### config.mk
export PLATFORM = sky130hd
export DESIGN_NAME = pulse_dialer
export DESIGN_NICKNAME = d
export VERILOG_FILES = /design/src/rtl/pulse_dialer_pkg.sv /design/src/rtl/dp_timing.sv /design/src/rtl/dp_digit_map.sv /design/src/rtl/pulse_dialer.sv
export SDC_FILE = /design/constraint.sdc
export NUM_CORES = 1
export LEC_CHECK = 0
export ABC_AREA = 1
export BUFFER_PORTS_ARGS = -buffer_cell sky130_fd_sc_hd__buf_2
export CELL_PAD_IN_SITES_DETAIL_PLACEMENT = 1
export CELL_PAD_IN_SITES_GLOBAL_PLACEMENT = 1
export CORE_ASPECT_RATIO = 0.6
export CORE_MARGIN = 2
export CORE_UTILIZATION = 47
export DETAILED_ROUTE_END_ITERATION = 8
export PLACE_DENSITY_LB_ADDON = 0.1
export SLEW_MARGIN = 20
export SYNTH_ARGS = -nofsm -noshare
export SYNTH_HDL_FRONTEND = slang
export SYNTH_SLANG_ARGS = --single-unit
export TNS_END_PERCENT = 20
### constraint.sdc
create_clock -name clk -period 2.4 [get_ports clk]
set_input_delay 0.6 -clock clk [delete_from_list [all_inputs] [get_ports clk]]
set_output_delay 0.6 -clock clk [all_outputs]
set_load 0.05 [all_outputs]
### src/rtl/pulse_dialer_pkg.sv
package pulse_dialer_pkg;

    typedef enum logic [1:0] {
        ST_IDLE  = 2'd0,
        ST_BREAK = 2'd1,
        ST_MAKE  = 2'd2,
        ST_GAP   = 2'd3
    } dial_state_e;

    typedef enum logic [1:0] {
        CNT_PLAIN    = 2'b00,
        CNT_PLUS_ONE = 2'b01,
        CNT_COMPL    = 2'b10,
        CNT_SPARE    = 2'b11
    } count_rule_e;

    localparam int unsigned CNT_W = 4;

    // pulses for one digit under a given rule; digit 0 counts as ten
    function automatic logic [CNT_W-1:0] pulses_for(input logic [3:0] digit,
                                                     input count_rule_e rule);
        logic [CNT_W-1:0] base;
        logic [CNT_W-1:0] res;
        base = (digit == 4'd0) ? CNT_W'(10) : CNT_W'(digit);
        case (rule)
            CNT_PLUS_ONE: res = base + CNT_W'(1);
            CNT_COMPL:    res = (base == CNT_W'(10)) ? CNT_W'(10) : CNT_W'(10) - base;
            default:      res = base;
        endcase
        return res;
    endfunction

endpackage

### src/rtl/dp_timing.sv
module dp_timing #(
    parameter int unsigned SLOW_PERIOD_MS = 100,
    parameter int unsigned FAST_PERIOD_MS = 50,
    parameter int unsigned SLOW_GAP_MS    = 800,
    parameter int unsigned FAST_GAP_MS    = 500,
    parameter int unsigned TW             = 10
) (
    input  logic          fast,
    input  logic          third_make,
    output logic [TW-1:0] brk_ms,
    output logic [TW-1:0] make_ms,
    output logic [TW-1:0] gap_ms
);
    // break shares rounded to whole ticks at elaboration time
    localparam int unsigned SLOW_BRK_THIRD = (2 * SLOW_PERIOD_MS + 1) / 3;
    localparam int unsigned FAST_BRK_THIRD = (2 * FAST_PERIOD_MS + 1) / 3;
    localparam int unsigned SLOW_BRK_FIFTH = (3 * SLOW_PERIOD_MS + 2) / 5;
    localparam int unsigned FAST_BRK_FIFTH = (3 * FAST_PERIOD_MS + 2) / 5;

    logic [TW-1:0] period;

    always_comb begin
        period = fast ? TW'(FAST_PERIOD_MS) : TW'(SLOW_PERIOD_MS);
        gap_ms = fast ? TW'(FAST_GAP_MS) : TW'(SLOW_GAP_MS);
        case ({fast, third_make})
            2'b00:   brk_ms = TW'(SLOW_BRK_FIFTH);
            2'b01:   brk_ms = TW'(SLOW_BRK_THIRD);
            2'b10:   brk_ms = TW'(FAST_BRK_FIFTH);
            default: brk_ms = TW'(FAST_BRK_THIRD);
        endcase
        make_ms = period - brk_ms;
    end
endmodule

### src/rtl/dp_digit_map.sv
module dp_digit_map
    import pulse_dialer_pkg::*;
(
    input  logic [3:0]       digit,
    input  logic [1:0]       rule_sel,
    output logic             digit_ok,
    output logic [CNT_W-1:0] pulses
);
    always_comb begin
        digit_ok = (digit <= 4'd9);
        pulses   = pulses_for(digit, count_rule_e'(rule_sel));
    end
endmodule

### src/rtl/pulse_dialer.sv
module pulse_dialer
    import pulse_dialer_pkg::*;
#(
    parameter int unsigned SLOW_PERIOD_MS = 100,
    parameter int unsigned FAST_PERIOD_MS = 50,
    parameter int unsigned SLOW_GAP_MS    = 800,
    parameter int unsigned FAST_GAP_MS    = 500
) (
    input  logic       clk,
    input  logic       rst_n,
    input  logic       dig_valid,
    input  logic [3:0] dig_value,
    output logic       dig_ready,
    input  logic [1:0] rate_sel,
    input  logic       ratio_sel,
    input  logic [1:0] count_sel,
    input  logic       off_hook,
    input  logic       tick_1ms,
    output logic       line_out,
    output logic       mute,
    output logic       busy
);
    localparam int unsigned MAX_A  = (SLOW_GAP_MS > FAST_GAP_MS) ? SLOW_GAP_MS : FAST_GAP_MS;
    localparam int unsigned MAX_B  = (SLOW_PERIOD_MS > FAST_PERIOD_MS) ? SLOW_PERIOD_MS : FAST_PERIOD_MS;
    localparam int unsigned MAX_MS = (MAX_A > MAX_B) ? MAX_A : MAX_B;
    localparam int unsigned TW     = $clog2(MAX_MS + 1);

    typedef struct packed {
        dial_state_e      st;
        logic [TW-1:0]    timer;
        logic [CNT_W-1:0] left;
        logic [TW-1:0]    brk;
        logic [TW-1:0]    make;
        logic [TW-1:0]    gap;
        logic             mute;
    } dial_regs_t;

    localparam dial_regs_t REGS_RESET = '{st: ST_IDLE, timer: '0, left: '0,
                                          brk: '0, make: '0, gap: '0, mute: 1'b0};

    dial_regs_t r_d, r_q;

    logic             pulse_mode;
    logic             fast_rate;
    logic [TW-1:0]    sel_brk, sel_make, sel_gap;
    logic             digit_ok;
    logic [CNT_W-1:0] digit_pulses;
    logic             take;

    assign pulse_mode = (rate_sel == 2'b01) || (rate_sel == 2'b10);
    assign fast_rate  = (rate_sel == 2'b10);

    dp_timing #(
        .SLOW_PERIOD_MS(SLOW_PERIOD_MS),
        .FAST_PERIOD_MS(FAST_PERIOD_MS),
        .SLOW_GAP_MS   (SLOW_GAP_MS),
        .FAST_GAP_MS   (FAST_GAP_MS),
        .TW            (TW)
    ) u_timing (
        .fast      (fast_rate),
        .third_make(ratio_sel),
        .brk_ms    (sel_brk),
        .make_ms   (sel_make),
        .gap_ms    (sel_gap)
    );

    dp_digit_map u_map (
        .digit   (dig_value),
        .rule_sel(count_sel),
        .digit_ok(digit_ok),
        .pulses  (digit_pulses)
    );

    assign dig_ready = off_hook && (r_q.st == ST_IDLE);
    assign take      = dig_valid && dig_ready;

    always_comb begin
        r_d = r_q;
        unique case (r_q.st)
            ST_IDLE: begin
                // settings are captured here and held for the whole digit
                if (take && pulse_mode && digit_ok) begin
                    r_d.st    = ST_BREAK;
                    r_d.timer = sel_brk;
                    r_d.left  = digit_pulses;
                    r_d.brk   = sel_brk;
                    r_d.make  = sel_make;
                    r_d.gap   = sel_gap;
                end
            end
            ST_BREAK: begin
                if (tick_1ms) begin
                    if (r_q.timer == TW'(1)) begin
                        r_d.st    = ST_MAKE;
                        r_d.timer = r_q.make;
                        r_d.left  = r_q.left - CNT_W'(1);
                    end else begin
                        r_d.timer = r_q.timer - TW'(1);
                    end
                end
            end
            ST_MAKE: begin
                if (tick_1ms) begin
                    if (r_q.timer == TW'(1)) begin
                        if (r_q.left == '0) begin
                            r_d.st    = ST_GAP;
                            r_d.timer = r_q.gap;
                        end else begin
                            r_d.st    = ST_BREAK;
                            r_d.timer = r_q.brk;
                        end
                    end else begin
                        r_d.timer = r_q.timer - TW'(1);
                    end
                end
            end
            ST_GAP: begin
                if (tick_1ms) begin
                    if (r_q.timer == TW'(1)) begin
                        r_d.st = ST_IDLE;
                    end else begin
                        r_d.timer = r_q.timer - TW'(1);
                    end
                end
            end
            default: r_d = REGS_RESET;
        endcase
        // hanging up abandons everything
        if (!off_hook) begin
            r_d = REGS_RESET;
        end
        r_d.mute = (r_d.st != ST_IDLE);
    end

    always_ff @(posedge clk or negedge rst_n) begin
        if (!rst_n) begin
            r_q <= REGS_RESET;
        end else begin
            r_q <= r_d;
        end
    end

    assign busy     = (r_q.st != ST_IDLE);
    assign mute     = r_q.mute;
    assign line_out = off_hook && (r_q.st != ST_BREAK);

endmodule

==> results of run 1 <==
==> worst max-delay path by stage <==
stage	from	end	slack (ns)
4_1_cts	r_q[46]$_DFF_PN0_	dig_ready	0.22
5_1_grt	r_q[46]$_DFF_PN0_	dig_ready	0.17
3_5_place_dp	rate_sel[0]	r_q[44]$_DFFE_PN0P_	0.19
3_3_place_gp	rate_sel[0]	r_q[36]$_DFFE_PN0P_	0.27
2_1_floorplan	off_hook	line_out	0.26
6_report	r_q[46]$_DFF_PN0_	dig_ready	0.21
==> state kept, by name, summed over array words and instances (netlist names) <==
signal	cells
mute	1
r_q	33
==> synth_stat cells (all sizes together) <==
master | number | share of area (%)
a21boi | 1 | 0.29
a21oi | 12 | 2.3
a22o | 1 | 0.34
a22oi | 1 | 0.29
a31oi | 2 | 0.48
buf | 4 | 1.4
clkbuf | 1 | 0.14
clkinv | 2 | 0.34
dfrtp | 34 | 33
ha | 16 | 7.7
inv | 57 | 8.4
nand2 | 122 | 18
nand3 | 27 | 5.9
nand4 | 1 | 0.24
nor2 | 42 | 8.1
nor3 | 2 | 0.58
o211ai | 3 | 0.87
o21a | 1 | 0.29
o21ai | 34 | 6.7
o22ai | 4 | 0.97
xnor2 | 4 | 1.4
xor2 | 7 | 2.4
==> final cells by class <==
| cell class | count | area, sq um |
|---|---|---|
| clock buffer | 8 | 110 |
| multi-input combinational | 280 | 1480 |
| sequential | 34 | 851 |
| inverter | 59 | 228 |
| timing repair buffer | 19 | 100 |
| tap | 66 | 82.6 |
| fill | 701 | 2330 |
==> logic make-up (layout without fill, tap and decap cells) <==
family | count (synthesis) | after routing | share of synthesized area, %
simple gates | 194 | 194 | 32.9
flops | 34 | 34 | 32.8
fa+ha+maj | 16 | 16 | 7.72
xor+xnor | 11 | 11 | 3.72
buf+inv | 64 | 86 | 10.3
compound gates | 59 | 59 | 12.5
==> layer usage <==
| metal | wire, um | part of all wire, % | up-vias |
|---|---|---|---|
| li1 | - | - | 1234 |
| met4 | 59 | 0.75 | 0 |
| met5 | 0 | 0 | - |
| met3 | 416 | 5.3 | 8 |
| met1 | 4130 | 52 | 1205 |
| met2 | 3280 | 42 | 49 |
==> worst max-delay path, stage by stage (launching register included) <==
cell     delay, ns
dfrtp_1       0.54
nor2_4        0.29
nand2_2       0.10
inv_2         0.08
buf_2         0.27
==> power groups by stage <==
stage | sequential, uW | combinational [uW] | clock, uW
3_3_place_gp | 656 | 485 | 0
6_report | 647 | 514 | 516
4_1_cts | 646 | 510 | 517
5_1_grt | 651 | 572 | 549
3_5_place_dp | 657 | 504 | 0
2_1_floorplan | 652 | 361 | 0
==> stage by stage <==
step | hold slack [ns] | area (sq um) | setup slack [ns] | util, %
2_1_floorplan | 0.304 | 2590 | 0.256 | -
3_5_place_dp | 0.480 | 2740 | 0.189 | 52.8
5_1_grt | 0.435 | 2850 | 0.171 | 55.0
4_1_cts | 0.410 | 2850 | 0.222 | 55.0
3_3_place_gp | 0.475 | 2740 | 0.268 | 52.8
6_report | 0.373 | 2850 | 0.209 | 55.0
==> qor.csv, run 1 <==
stage,metric,value,unit
drt,Detailed Route WL,7880,um
sta,Total Neg Setup Slack,0,ns
synthesis,Synth Register Bits,34,
critical_path,Setup CP Type,flip-flop to output port,
global_routing,met1 Use GR,41.2,%
place,GP Congestion,0.865,
final_layout,share of cells above drive strength 1,14.0,%
floorplanning,chip width,99.9,um
critical_path,worst reg-to-reg path cell count,8,
clock_network,number of H-tree levels,2,
pwr,Net Switching,619,uW
clock_network,TritonCTS Buffers,5,
final_layout,most frequent cells in the layout,"117 x nand2_1, 47 x inv_1, 34 x dfrtp_1",
sta,fmax,456,MHz
sta,Setup Skew,0.00813,ns
pwr,clock power share,30.8,%
drt,Detailed Route Iter0 Violations,104,
clock_network,Post-CTS Setup Bufs,0,
critical_path,Critical R2R Launch,r_q[46]$_DFF_PN0_,
critical_path,CP Data Required Time,1.80,ns
clock_network,clk sink count,34,
sta,"Slew Viols, Final",0,
floorplanning,initial core utilization,50.0,%
global_routing,vias in the first global route,2530,
worst_hold_path,min-delay worst type,input pin to async pin,
synthesis,Mapped Cells,378,
critical_path,CP Capture Type,output port,
global_routing,Overflow after GRT,0,
global_routing,first-pass GRT wire length,13000,um
synthesis,cell area after synthesis,2590,sq um
drt,WL/cell,16.9,um
critical_path,crit start category,flip-flop,
critical_path,crit path max fanout,7,
place,dpl hpwl,6150,um
place,port bufs,17,
clock_network,CTS root buf,clkbuf_8,
pwr,Power Total,1680,uW
final_layout,area grow syn2layout,9.80,%
clock_network,hold_buf cts,0,
final_layout,ANT cells,0,
sta,Final Hold Fails,0,
pwr,Seq pwr share,38.6,%
drt,post-detailed-route DRC marker count,0,
floorplanning,I/O pin cnt,18,
clock_network,CTS tree,done,
synthesis,register area share after synthesis,32.8,%
pwr,Comb pwr share,30.6,%
critical_path,FF-to-FF End,r_q[41]$_DFFE_PN0P_,
synthesis,syn_area_per_cell,6.86,sq um
clock_network,Max Buffers Root-to-Sink,2,
critical_path,R2R Setup Slk,0.51,ns
final_layout,"non-filler cells, final",466,
sta,min cycle time layout,2.19,ns
drt,via/cell ratio,5.36,
global_routing,largest net degree at the start of global routing,35,
synthesis,count of cell types in the netlist,36,
sta,RSZ-0062 raised after global routing,no,
global_routing,gr busiest metal,met2,
pwr,Sw Share,36.9,%
floorplanning,Cell Rows,20,
floorplanning,die area,6150,sq um
pwr,Max VDD drop,0.292,mV
critical_path,Critical Path AT,1.59,ns
pwr,cell area power density,589,nW/um^2
global_routing,met2 usage,43.7,%
sta,relative slew slack,47.6,%
sta,Slew @ Worst Pin,0.785,ns
place,dpl cells,458,
floorplanning,Die Height,61.5,um
final_layout,"commonest non-fill, non-tap cell in the layout",nand2_1,
global_routing,gr usage total,28.4,%
pwr,internal power,1060,uW
sta,Final setup viols,0,
floorplanning,core area,5180,sq um
sta,fin crit share,91.3,%
clock_network,post_cts resized,0,
final_layout,nets@finish,429,
synthesis,syn nets,408,
drt,total number of vias,2496,
clock_network,latest clock arrival within the worst-skew pair,0.30,ns
pwr,Static Leak,0.00156,uW
job,# Max-Cap Violations,0,
global_routing,met3 track demand over resource,6.02,%
clock_network,clk slew on worst S/H paths,0.07,ns
global_routing,initial antenna violation count,0,
drt,Final ANT Viol Nets,0,
outcome,status,completed,
drt,Initial DRT Pass Iterations,4,
synthesis,total number of yosys warnings,0,
(Power assumes the default switching activity.)
==> run 2, diff against run 1 <==
--- a/config.mk
+++ b/config.mk
@@ -10,10 +10,9 @@
 export CELL_PAD_IN_SITES_DETAIL_PLACEMENT = 1
 export CELL_PAD_IN_SITES_GLOBAL_PLACEMENT = 1
 export CORE_ASPECT_RATIO = 0.6
-export CORE_MARGIN = 2
 export CORE_UTILIZATION = 47
 export DETAILED_ROUTE_END_ITERATION = 8
-export PLACE_DENSITY_LB_ADDON = 0.1
+export PLACE_DENSITY_LB_ADDON = 0.08
 export SLEW_MARGIN = 20
 export SYNTH_ARGS = -nofsm -noshare
 export SYNTH_HDL_FRONTEND = slang
==> run 2 against run 1 <==
Cell area about the same. The flow now finishes with violations (DRC). Critical endpoint unchanged. Worst setup slack better by 0.0040 ns. Fmax up 0.18%. Highest routed layer unchanged. Combinational power down 1%. Wire length down 2.7%.
==> qor.csv, run 2 (synthesized netlist as in run 1, its figures left out) <==
stage,metric,value,unit
final_layout,ANT cells,0,
final_layout,Largest Register,r_q,
critical_path,crit-path cells,"nor2_4, nand2_2, inv_2, buf_2",
drt,Detailed Route WL,7670,um
critical_path,worst reg-to-reg path cell count,8,
sta,Setup Skew,0.00660,ns
drt,Final ANT Viol Nets,0,
clock_network,clk slew on worst S/H paths,0.07,ns
critical_path,Setup CP Type,flip-flop to output port,
drt,Initial DRT Pass Iterations,6,
critical_path,cell at the slowest stage of the critical path,dfrtp_1,
worst_hold_path,min-delay worst type,input pin to async pin,
critical_path,slowest cell delay on critical path,0.54,ns
sta,RSZ-0062 raised after global routing,no,
critical_path,crit start category,flip-flop,
floorplanning,I/O pin cnt,18,
global_routing,initial antenna violation count,0,
final_layout,"commonest non-fill, non-tap cell in the layout",nand2_1,
clock_network,CTS tree,done,
critical_path,R2R Setup Slk,0.54,ns
sta,min cycle time layout,2.19,ns
final_layout,"non-filler cells, final",466,
drt,Detailed Route Iter0 Violations,138,
drt,post-detailed-route DRC marker count,2,
sta,fin crit share,91.1,%
final_layout,area grow syn2layout,9.75,%
clock_network,CTS root buf,clkbuf_8,
drt,total number of vias,2534,
pwr,Comb pwr share,30.1,%
critical_path,CP Data Required Time,1.80,ns
final_layout,Largest register FFs,33,
global_routing,vias in the first global route,2546,
clock_network,hold_buf cts,0,
outcome,failing checks,DRC,
pwr,internal power,1070,uW
drt,via/cell ratio,5.44,
floorplanning,initial core utilization,50.0,%
critical_path,Critical Path AT,1.59,ns
critical_path,crit path max fanout,7,
sta,"Slew Viols, Final",0,
sta,Slew @ Worst Pin,0.807,ns
clock_network,Max Buffers Root-to-Sink,2,
job,# Max-Cap Violations,0,
pwr,clock power share,31.8,%
pwr,Max VDD drop,0.224,mV
floorplanning,core area,5180,sq um
pwr,Static Leak,0.00156,uW
sta,Final setup viols,0,
final_layout,most frequent cells in the layout,"117 x nand2_1, 47 x inv_1, 34 x dfrtp_1",
sta,Final Hold Fails,0,
floorplanning,Die Height,59.5,um
pwr,Sw Share,36.7,%
clock_network,clk sink count,34,
clock_network,number of H-tree levels,2,
global_routing,Overflow after GRT,0,
global_routing,first-pass GRT wire length,13000,um
critical_path,FF-to-FF End,r_q[43]$_DFFE_PN0P_,
clock_network,TritonCTS Buffers,5,
floorplanning,chip width,97.9,um
sta,Total Neg Setup Slack,0,ns
floorplanning,die area,5830,sq um
floorplanning,Cell Rows,20,
sta,relative slew slack,46.2,%
drt,WL/cell,16.5,um
place,dpl cells,458,
pwr,Seq pwr share,38.2,%
global_routing,gr usage total,29.5,%
place,dpl hpwl,6000,um
pwr,cell area power density,596,nW/um^2
outcome,status,"finished, violations left",
final_layout,share of cells above drive strength 1,14.0,%
critical_path,Critical R2R Launch,r_q[46]$_DFF_PN0_,
clock_network,post_cts resized,0,
critical_path,CP Capture Type,output port,
sta,fmax,457,MHz
clock_network,latest clock arrival within the worst-skew pair,0.30,ns
pwr,Net Switching,623,uW
place,GP Congestion,0.885,
clock_network,Post-CTS Setup Bufs,0,
place,port bufs,17,
final_layout,nets@finish,429,
global_routing,largest net degree at the start of global routing,35,
run 2: cell types whose count changed in the layout (fill, tap and decap cells not counted):
cell       change
clkbuf_8       -3
clkinv_2       +2
bufinv_16      +1
run 2: metrics by stage:
step           setup WS, ns  power, uW  utilization (%)  instance area [sq um]  hold slack [ns]
2_1_floorplan         0.256       1010                -                   2590            0.304
3_3_place_gp          0.263       1140             52.8                   2740            0.477
3_5_place_dp          0.143       1160             52.8                   2740            0.490
4_1_cts               0.218       1700             54.9                   2850            0.415
5_1_grt               0.129       1790             54.9                   2850            0.464
6_report              0.213       1690             54.9                   2850            0.389
run 2: cell type report:
type | count | area (sq um)
clock buffer | 5 | 68.8
clock inverter | 3 | 40.0
fill | 699 | 2330
inverter | 59 | 228
multi-input combinational | 280 | 1480
sequential | 34 | 851
tap | 66 | 82.6
timing repair buffer | 19 | 100
run 2: worst max-delay path, delay by kind of cell, from the launching register on:
family	cells	cell delay, ns
flip-flops	1	0.54
AND/OR/NAND/NOR	2	0.39
buffers and inverters	2	0.36
run 2: worst max-delay path by stage:
stage | to | slack [ns] | depth (start not counted) | start
floorplan | line_out | 0.26 | 3 | off_hook
global placement | r_q[36]$_DFFE_PN0P_ | 0.26 | 11 | rate_sel[0]
detailed placement | r_q[43]$_DFFE_PN0P_ | 0.14 | 10 | rate_sel[0]
CTS | dig_ready | 0.22 | 4 | r_q[46]$_DFF_PN0_
global route | dig_ready | 0.13 | 4 | r_q[46]$_DFF_PN0_
finish | dig_ready | 0.21 | 4 | r_q[46]$_DFF_PN0_
run 2: routing by layer:
layer  track usage, %  vias up  share of wire [%]
met4             6.71        0               0.79
met1             44.7     1237                 53
met2             43.3       55                 41
li1                 -     1236                  -
met3             5.54        6                5.3
met5                0        -                  0
run 2: power groups by stage:
stage	logic, uW	registers (uW)	clock network, uW
3_3_place_gp	485	656	0
2_1_floorplan	361	652	0
4_1_cts	507	647	545
5_1_grt	573	652	565
3_5_place_dp	501	657	0
6_report	509	647	538
